===== src/rtl/irq_prio_pkg.sv =====
package irq_prio_pkg;

  typedef struct packed {
    logic cfgStart;  // first setup word written
    logic baseWr;    // vector base captured
    logic maskWr;    // mask register load
    logic eoiClr;    // clear highest in-service level
    logic ackTake;   // first acknowledge strobe
    logic ackEmit;   // second acknowledge strobe
  } ctrlStrobeT;

  typedef enum logic [2:0] {
    CFG_OFF,
    CFG_WANT2,
    CFG_WANT3,
    CFG_WANT4,
    CFG_READY
  } cfgStateT;

endpackage


===== src/rtl/irq_prio_ctrl.sv =====
module irq_prio_ctrl
  import irq_prio_pkg::*;
#(
  parameter int VEC_W = 8
) (
  input  logic             clk,
  input  logic             rstN,
  input  logic             wrEn,
  input  logic             regAddr,
  input  logic [VEC_W-1:0] wrData,
  input  logic             ackStrobe,
  output ctrlStrobeT       st,
  output logic             armed,
  output logic             readIsr
);

  cfgStateT cfgState;
  logic     singleMode;
  logic     wantFour;
  logic     ackPhase;
  logic     cmdWr;
  logic     selWr;

  assign armed = (cfgState == CFG_READY);
  assign cmdWr = wrEn && !regAddr && !wrData[4];
  assign selWr = cmdWr && armed && wrData[3] && wrData[1];

  always_comb begin
    st = '0;
    st.cfgStart = wrEn && !regAddr && wrData[4];
    st.baseWr   = wrEn && regAddr && (cfgState == CFG_WANT2);
    st.maskWr   = wrEn && regAddr && armed;
    st.eoiClr   = cmdWr && armed && !wrData[3] && (wrData[7:5] == 3'b001);
    st.ackTake  = ackStrobe && armed && !ackPhase;
    st.ackEmit  = ackStrobe && armed && ackPhase;
  end

  always_ff @(posedge clk or negedge rstN) begin
    if (!rstN) begin
      cfgState   <= CFG_OFF;
      singleMode <= 1'b1;
      wantFour   <= 1'b0;
      ackPhase   <= 1'b0;
      readIsr    <= 1'b0;
    end else if (st.cfgStart) begin
      cfgState   <= CFG_WANT2;
      singleMode <= wrData[1];
      wantFour   <= wrData[0];
      ackPhase   <= 1'b0;
      readIsr    <= 1'b0;
    end else begin
      if (wrEn && regAddr) begin
        unique case (cfgState)
          CFG_WANT2: cfgState <= !singleMode ? CFG_WANT3 :
                                 (wantFour ? CFG_WANT4 : CFG_READY);
          CFG_WANT3: cfgState <= wantFour ? CFG_WANT4 : CFG_READY;
          CFG_WANT4: cfgState <= CFG_READY;
          default:   cfgState <= cfgState;
        endcase
      end
      if (st.ackTake) ackPhase <= 1'b1;
      else if (st.ackEmit) ackPhase <= 1'b0;
      if (selWr) readIsr <= wrData[0];
    end
  end

  // a new setup sequence disarms the block
  p_cfg_restart_r9: assert property (@(posedge clk) disable iff (!rstN)
    st.cfgStart |=> !armed);
  // the first strobe opens the second phase
  p_take_opens_phase_r6: assert property (@(posedge clk) disable iff (!rstN)
    st.ackTake |=> ackPhase);
  // the vector strobe closes the sequence
  p_emit_closes_phase_r7: assert property (@(posedge clk) disable iff (!rstN)
    st.ackEmit |=> !ackPhase);

endmodule


===== src/rtl/irq_prio_dp.sv =====
module irq_prio_dp
  import irq_prio_pkg::*;
#(
  parameter int N_IRQ = 8,
  parameter int VEC_W = 8
) (
  input  logic             clk,
  input  logic             rstN,
  input  ctrlStrobeT       st,
  input  logic             armed,
  input  logic             readIsr,
  input  logic             regAddr,
  input  logic [VEC_W-1:0] wrData,
  input  logic [N_IRQ-1:0] irqIn,
  output logic             intOut,
  output logic [N_IRQ-1:0] rdData,
  output logic             vecValid,
  output logic [VEC_W-1:0] vecData
);

  localparam int LVL_W  = $clog2(N_IRQ);
  localparam int BASE_W = VEC_W - LVL_W;

  logic [N_IRQ-1:0]  irr, imr, isr, isrNext, pendQ;
  logic [LVL_W-1:0]  bestLvl, svcLvl, takenLvl;
  logic              bestHit, svcHit, qualHit;
  logic [BASE_W-1:0] vecBase;

  assign pendQ = irr & ~imr;

  // lowest set index wins: scan from the top down
  always_comb begin
    bestLvl = '0;
    bestHit = 1'b0;
    svcLvl  = '0;
    svcHit  = 1'b0;
    for (int i = N_IRQ - 1; i >= 0; i--) begin
      if (pendQ[i]) begin
        bestLvl = LVL_W'(i);
        bestHit = 1'b1;
      end
      if (isr[i]) begin
        svcLvl = LVL_W'(i);
        svcHit = 1'b1;
      end
    end
  end

  assign qualHit = bestHit && (!svcHit || (bestLvl < svcLvl));
  assign intOut  = armed && qualHit;

  always_comb begin
    isrNext = isr;
    if (st.eoiClr && svcHit) isrNext[svcLvl] = 1'b0;
    if (st.ackTake && qualHit) isrNext[bestLvl] = 1'b1;
  end

  always_ff @(posedge clk or negedge rstN) begin
    if (!rstN) begin
      irr      <= '0;
      imr      <= '0;
      isr      <= '0;
      vecBase  <= '0;
      takenLvl <= '0;
      vecValid <= 1'b0;
      vecData  <= '0;
    end else begin
      irr <= irqIn;
      if (st.ackTake && qualHit) irr[bestLvl] <= 1'b0;

      if (st.cfgStart) begin
        imr <= '0;
        isr <= '0;
      end else begin
        if (st.maskWr) imr <= wrData[N_IRQ-1:0];
        isr <= isrNext;
      end

      if (st.baseWr) vecBase <= wrData[VEC_W-1:LVL_W];
      if (st.ackTake) takenLvl <= qualHit ? bestLvl : LVL_W'(N_IRQ - 1);

      vecValid <= st.ackEmit;
      if (st.ackEmit) vecData <= {vecBase, takenLvl};
    end
  end

  assign rdData = regAddr ? imr : (readIsr ? isr : irr);

  // an accepted acknowledge leaves a level in service
  p_take_marks_isr_r6: assert property (@(posedge clk) disable iff (!rstN)
    (st.ackTake && qualHit && !st.cfgStart) |=> (isr != '0));
  // end-of-service removes exactly one level
  p_eoi_drops_one_r8: assert property (@(posedge clk) disable iff (!rstN)
    (st.eoiClr && svcHit && !st.ackTake && !st.cfgStart)
      |=> ($countones(isr) == $countones($past(isr)) - 1));
  // setup start wipes mask and service state
  p_cfg_clears_r9: assert property (@(posedge clk) disable iff (!rstN)
    st.cfgStart |=> (imr == '0 && isr == '0));
  // the output never rises on masked requests alone
  p_int_needs_unmasked_r4: assert property (@(posedge clk) disable iff (!rstN)
    intOut |-> ((irr & ~imr) != '0));
  // the vector is a one-clock pulse
  p_vec_single_r7: assert property (@(posedge clk) disable iff (!rstN)
    vecValid |=> !vecValid);

endmodule


===== src/rtl/irq_prio_merger.sv =====
module irq_prio_merger
  import irq_prio_pkg::*;
#(
  parameter int N_IRQ = 8,
  parameter int VEC_W = 8
) (
  input  logic             clk,
  input  logic             rstN,
  input  logic [N_IRQ-1:0] irqIn,
  output logic             intOut,
  input  logic             ackStrobe,
  input  logic             wrEn,
  input  logic             regAddr,
  input  logic [VEC_W-1:0] wrData,
  output logic [N_IRQ-1:0] rdData,
  output logic             vecValid,
  output logic [VEC_W-1:0] vecData
);

  ctrlStrobeT st;
  logic       armed;
  logic       readIsr;

  irq_prio_ctrl #(.VEC_W(VEC_W)) u_ctrl (
    .clk(clk), .rstN(rstN), .wrEn(wrEn), .regAddr(regAddr),
    .wrData(wrData), .ackStrobe(ackStrobe), .st(st),
    .armed(armed), .readIsr(readIsr)
  );

  irq_prio_dp #(.N_IRQ(N_IRQ), .VEC_W(VEC_W)) u_dp (
    .clk(clk), .rstN(rstN), .st(st), .armed(armed), .readIsr(readIsr),
    .regAddr(regAddr), .wrData(wrData), .irqIn(irqIn), .intOut(intOut),
    .rdData(rdData), .vecValid(vecValid), .vecData(vecData)
  );

  // nothing is signalled while unarmed
  p_quiet_unarmed_r2: assert property (@(posedge clk) disable iff (!rstN)
    !armed |-> !intOut);

endmodule


===== config.mk =====
export PLATFORM = sky130hd
export DESIGN_NAME = irq_prio_merger
export DESIGN_NICKNAME = d
export VERILOG_FILES = /design/src/rtl/irq_prio_pkg.sv /design/src/rtl/irq_prio_ctrl.sv /design/src/rtl/irq_prio_dp.sv /design/src/rtl/irq_prio_merger.sv
export SDC_FILE = /design/constraint.sdc
export NUM_CORES = 1
export LEC_CHECK = 0
export BUFFER_PORTS_ARGS = -buffer_cell sky130_fd_sc_hd__buf_2
export CORE_MARGIN = 5
export CORE_UTILIZATION = 60
export CTS_CLUSTER_DIAMETER = 200
export CTS_CLUSTER_SIZE = 30
export DETAILED_ROUTE_END_ITERATION = 10
export PLACE_DENSITY = 0.82
export SYNTH_ARGS = -nofsm -noshare
export SYNTH_HDL_FRONTEND = slang
export SYNTH_SLANG_ARGS = --single-unit

===== constraint.sdc =====
create_clock -name clk -period 3.6 [get_ports clk]
set_input_delay 0.36 -clock clk [delete_from_list [all_inputs] [get_ports clk]]
set_output_delay 0.36 -clock clk [all_outputs]
set_load 0.02 [all_outputs]

==> results by group <==
Placed design
  – Port Buffers: 38
  – Pre-CTS setup slack: 0.7894 ns
  – Post-DP Area: roughly 2700 sq um
  – Gpl congestion: ~1.0
  – HPWL after DPL: 4552 microns

STA
  – Pins Over Slew Limit: 0
  – Final worst slack: ~0.38 ns
  – Max Fclk: 310.4 MHz
  – RSZ-0062 raised after global routing: no
  – Final hold vios: 0
  – Slew HR: 31.08%
  – Setup_tns: 0 ns
  – Endpoints failing setup: 0
  – Clock Skew: 0.01052 ns
  – Worst-margin pin slew: 1.034 ns
  – Final min period: ~3.2 ns
  – Period utilisation layout: just under 90%

Setup path
  – Worst Path Required: 3.24 ns
  – FF-to-FF Start: u_dp.irr[5]$_DFF_PN0_
  – WP data arrival: between 2 and 3 ns
  – Worst Setup End Kind: primary output
  – Element type at the critical path start: flop
  – Worst Setup SP: u_dp.irr[5]$_DFF_PN0_
  – WS Path Type: flop to primary output
  – Critical Path Fanout Max: 7
  – Internal reg-to-reg setup slack: 1.00 ns

Clock tree
  – H-tree Lvls: 2
  – Hold_buf cts: 0
  – Clk pin slew, worst setup/hold paths: about 0.090 ns
  – Clock buffer depth: 2
  – Skew-Pair Late Insertion Delay: between 0.3 and 0.4 ns
  – TritonCTS clock tree: built
  – Postcts setup bufs: 0
  – CTS resizes: 0
  – Cell chosen for the clock root: clkbuf_8
  – Total CTS buffers: 5
  – # clock sinks: 48

Routing
  – Final ANT Viol Nets: 0
  – Vias per inst: between 6 and 7
  – Routed length per instance: between 15 and 20 microns
  – Drt initial violations: 197
  – Post-Route WL: 6104 microns
  – DRC: 0
  – Vias: 2,128
  – First-pass detailed-route iteration total: 5

Die
  – Die Ht: around 74 microns
  – I/O pin total: 39
  – Row count: 23
  – Die extent in x: between 70 and 80 microns
  – Die ar.: approximately 5500 sq um
  – Core ar.: ~4000 sq um
  – Initial Util: 61.68%

Final layout
  – Antenna fix cells: 0
  – Seq. cell area: 1202 sq um
  – Share of cells above drive strength 1: 20.72%
  – Filler instances: between 300 and 400
  – Multi-input logic area: between 1000 and 1500 sq um
  – Final nets: between 300 and 400
  – Cell area after layout: 2795 sq um
  – Layout area overhead: 13.29%
  – Fin util: around 70%

Global route
  – Initial antenna violation count: 0
  – Vias in the first global route: around 2,000
  – Grt total ovfl: 0
  – Gr usage total: 24.12%
  – First-pass GRT wire length: 9860 microns
  – Largest net degree at the start of global routing: a little under 50

Min path
  – Worst Hold Class: primary input to async pin

Yosys
  – Mapped cell area: roughly 2500 sq um
  – Mapped Cells: between 200 and 300
  – Synth area leaders: dfrtp_1 (48%), nand2_1 (9.6%), o21ai_0 (4.7%)
  – Synth cell types: 44
  – Area leader, netlist: dfrtp_1
  – Seq cells post-synth: 48
  – Post-synth top area share: a little under half
  – Yosys synthesis warning count: 0
  – Post-synth EDFFs: 0
  – Synth Net Count: approximately 290
  – Register area share after synthesis: around 49%
  – Share of flip-flops with an asynchronous set or reset: 100.0%
  – Predominant post-synthesis flop cell: dfrtp_1
  – Mapped Avg Cell Area: just over 9 sq um

Power
  – Worst VDD drop: 0.5080 mV
  – Power density cells: ~650 nW/um^2
  – P_leak: about 1.2 nW

Job
  – Maxcap violations: 0

Status
  – Status: finished clean
final cells by class:
cell class	count	share of cell area (%)
repair buffers	39	7.073
flip-flops and latches	48	43.02
clock inverters	2	0.5372
inverters	11	1.477
multi-input cells	198	42.70
well taps	50	2.238
clock buffers	6	2.954
path summary, 6_finish.rpt:
path                                                    end  depth (start not counted)
worst max register to register        u_dp.irr[4]$_DFF_PN0_                          9
min in group clk                      u_dp.irr[1]$_DFF_PN0_                          2
worst min register to register  u_dp.vecData[5]$_DFFE_PN0P_                          2
worst max-delay path                                 intOut                          9
worst min-delay path                  u_dp.isr[2]$_DFF_PN0_                          1
max in group asynchronous           u_dp.imr[6]$_DFFE_PN0P_                          1
synth_stat cells, types with 2 or more instances:
cell      instances
dfrtp_1          47
mux2_2            5
nand2b_1          6
o311ai_0          2
nor3_1            2
o21bai_1          2
a31oi_1           2
mux2i_1          10
clkbuf_1          8
o21ai_0          23
o31ai_1           4
ha_1              2
a21oi_1          11
nand4_1           4
nand3_1           8
o21a_1            5
o22ai_1           3
nor2_1           10
and2_1            5
nor4b_1           2
nand2_1          63
a211oi_1          2
inv_1            10
nor2b_1           7
nor4_2            2
o41ai_1           2
layer usage:
metal | up-vias | share of wire [%] | GRT usage [%]
li1 | 1010 | - | -
met1 | 994 | 42 | 33.95
met2 | 104 | 47 | 35.33
met3 | 20 | 8.4 | 5.946
met4 | 0 | 3.3 | 10.87
met5 | - | 0 | 0
state kept, by name (all words and copies together) (netlist names):
register	count
u_ctrl.wantFour	1
u_dp.takenLvl	3
u_dp.imr	8
u_dp.vecData	8
u_ctrl.singleMode	1
u_ctrl.readIsr	1
u_ctrl.ackPhase	1
u_dp.irr	8
u_ctrl.cfgState	3
u_dp.vecValid	1
u_dp.vecBase	5
u_dp.isr	8
logic make-up (layout without fill, tap and decap cells):
| kind of cell | Yosys count | count (layout) | synth area share, % |
|---|---|---|---|
| buf+inv | 19 | 58 | 2.891 |
| fa+ha+maj | 2 | 2 | 1.014 |
| compound gates | 63 | 63 | 17.39 |
| flops | 48 | 48 | 48.73 |
| mux | 15 | 15 | 6.339 |
| simple gates | 118 | 118 | 23.63 |
worst max-delay path: stages, from the launching register on:
cell and delay, ns:
dfrtp_1 0.37, nor2b_1 0.14, a21oi_1 0.48, a21oi_1 0.15
ha_1 0.34, a211oi_1 0.30, o21ai_0 0.13, o21bai_1 0.25
and4_1 0.23, buf_2 0.16
stage by stage:
stage               power, mW  instances  hold WS, ns
finish                  1.810        354       0.2241
global route            1.921        354       0.2567
CTS                     1.812        354       0.2503
detailed placement      1.472        346       0.4559
global placement        1.444        346       0.4480
floorplan               1.276        265      0.06441
where the power goes:
| part | switching [mW] | internal, mW |
|---|---|---|
| combinational | 0.380 | 0.260 |
| clock | 0.186 | 0.156 |
| sequential | 0.140 | 0.688 |
| total | 0.706 | 1.10 |
placed cells by master, fill, tap and decap left out, drive strengths merged, types with 4 or more instances in the layout:
cell type | Yosys | layout
nor2 | 11 | 11
mux2 | 5 | 5
nor2b | 7 | 7
nand4 | 4 | 4
clkbuf | 8 | 6
nand3 | 8 | 8
inv | 10 | 10
and2 | 5 | 5
dfrtp | 47 | 47
a21oi | 11 | 11
o31ai | 4 | 4
mux2i | 10 | 10
o21a | 5 | 5
o21ai | 23 | 23
buf | 0 | 39
nand2 | 64 | 64
nand2b | 6 | 6
(Power assumes the default switching activity.)
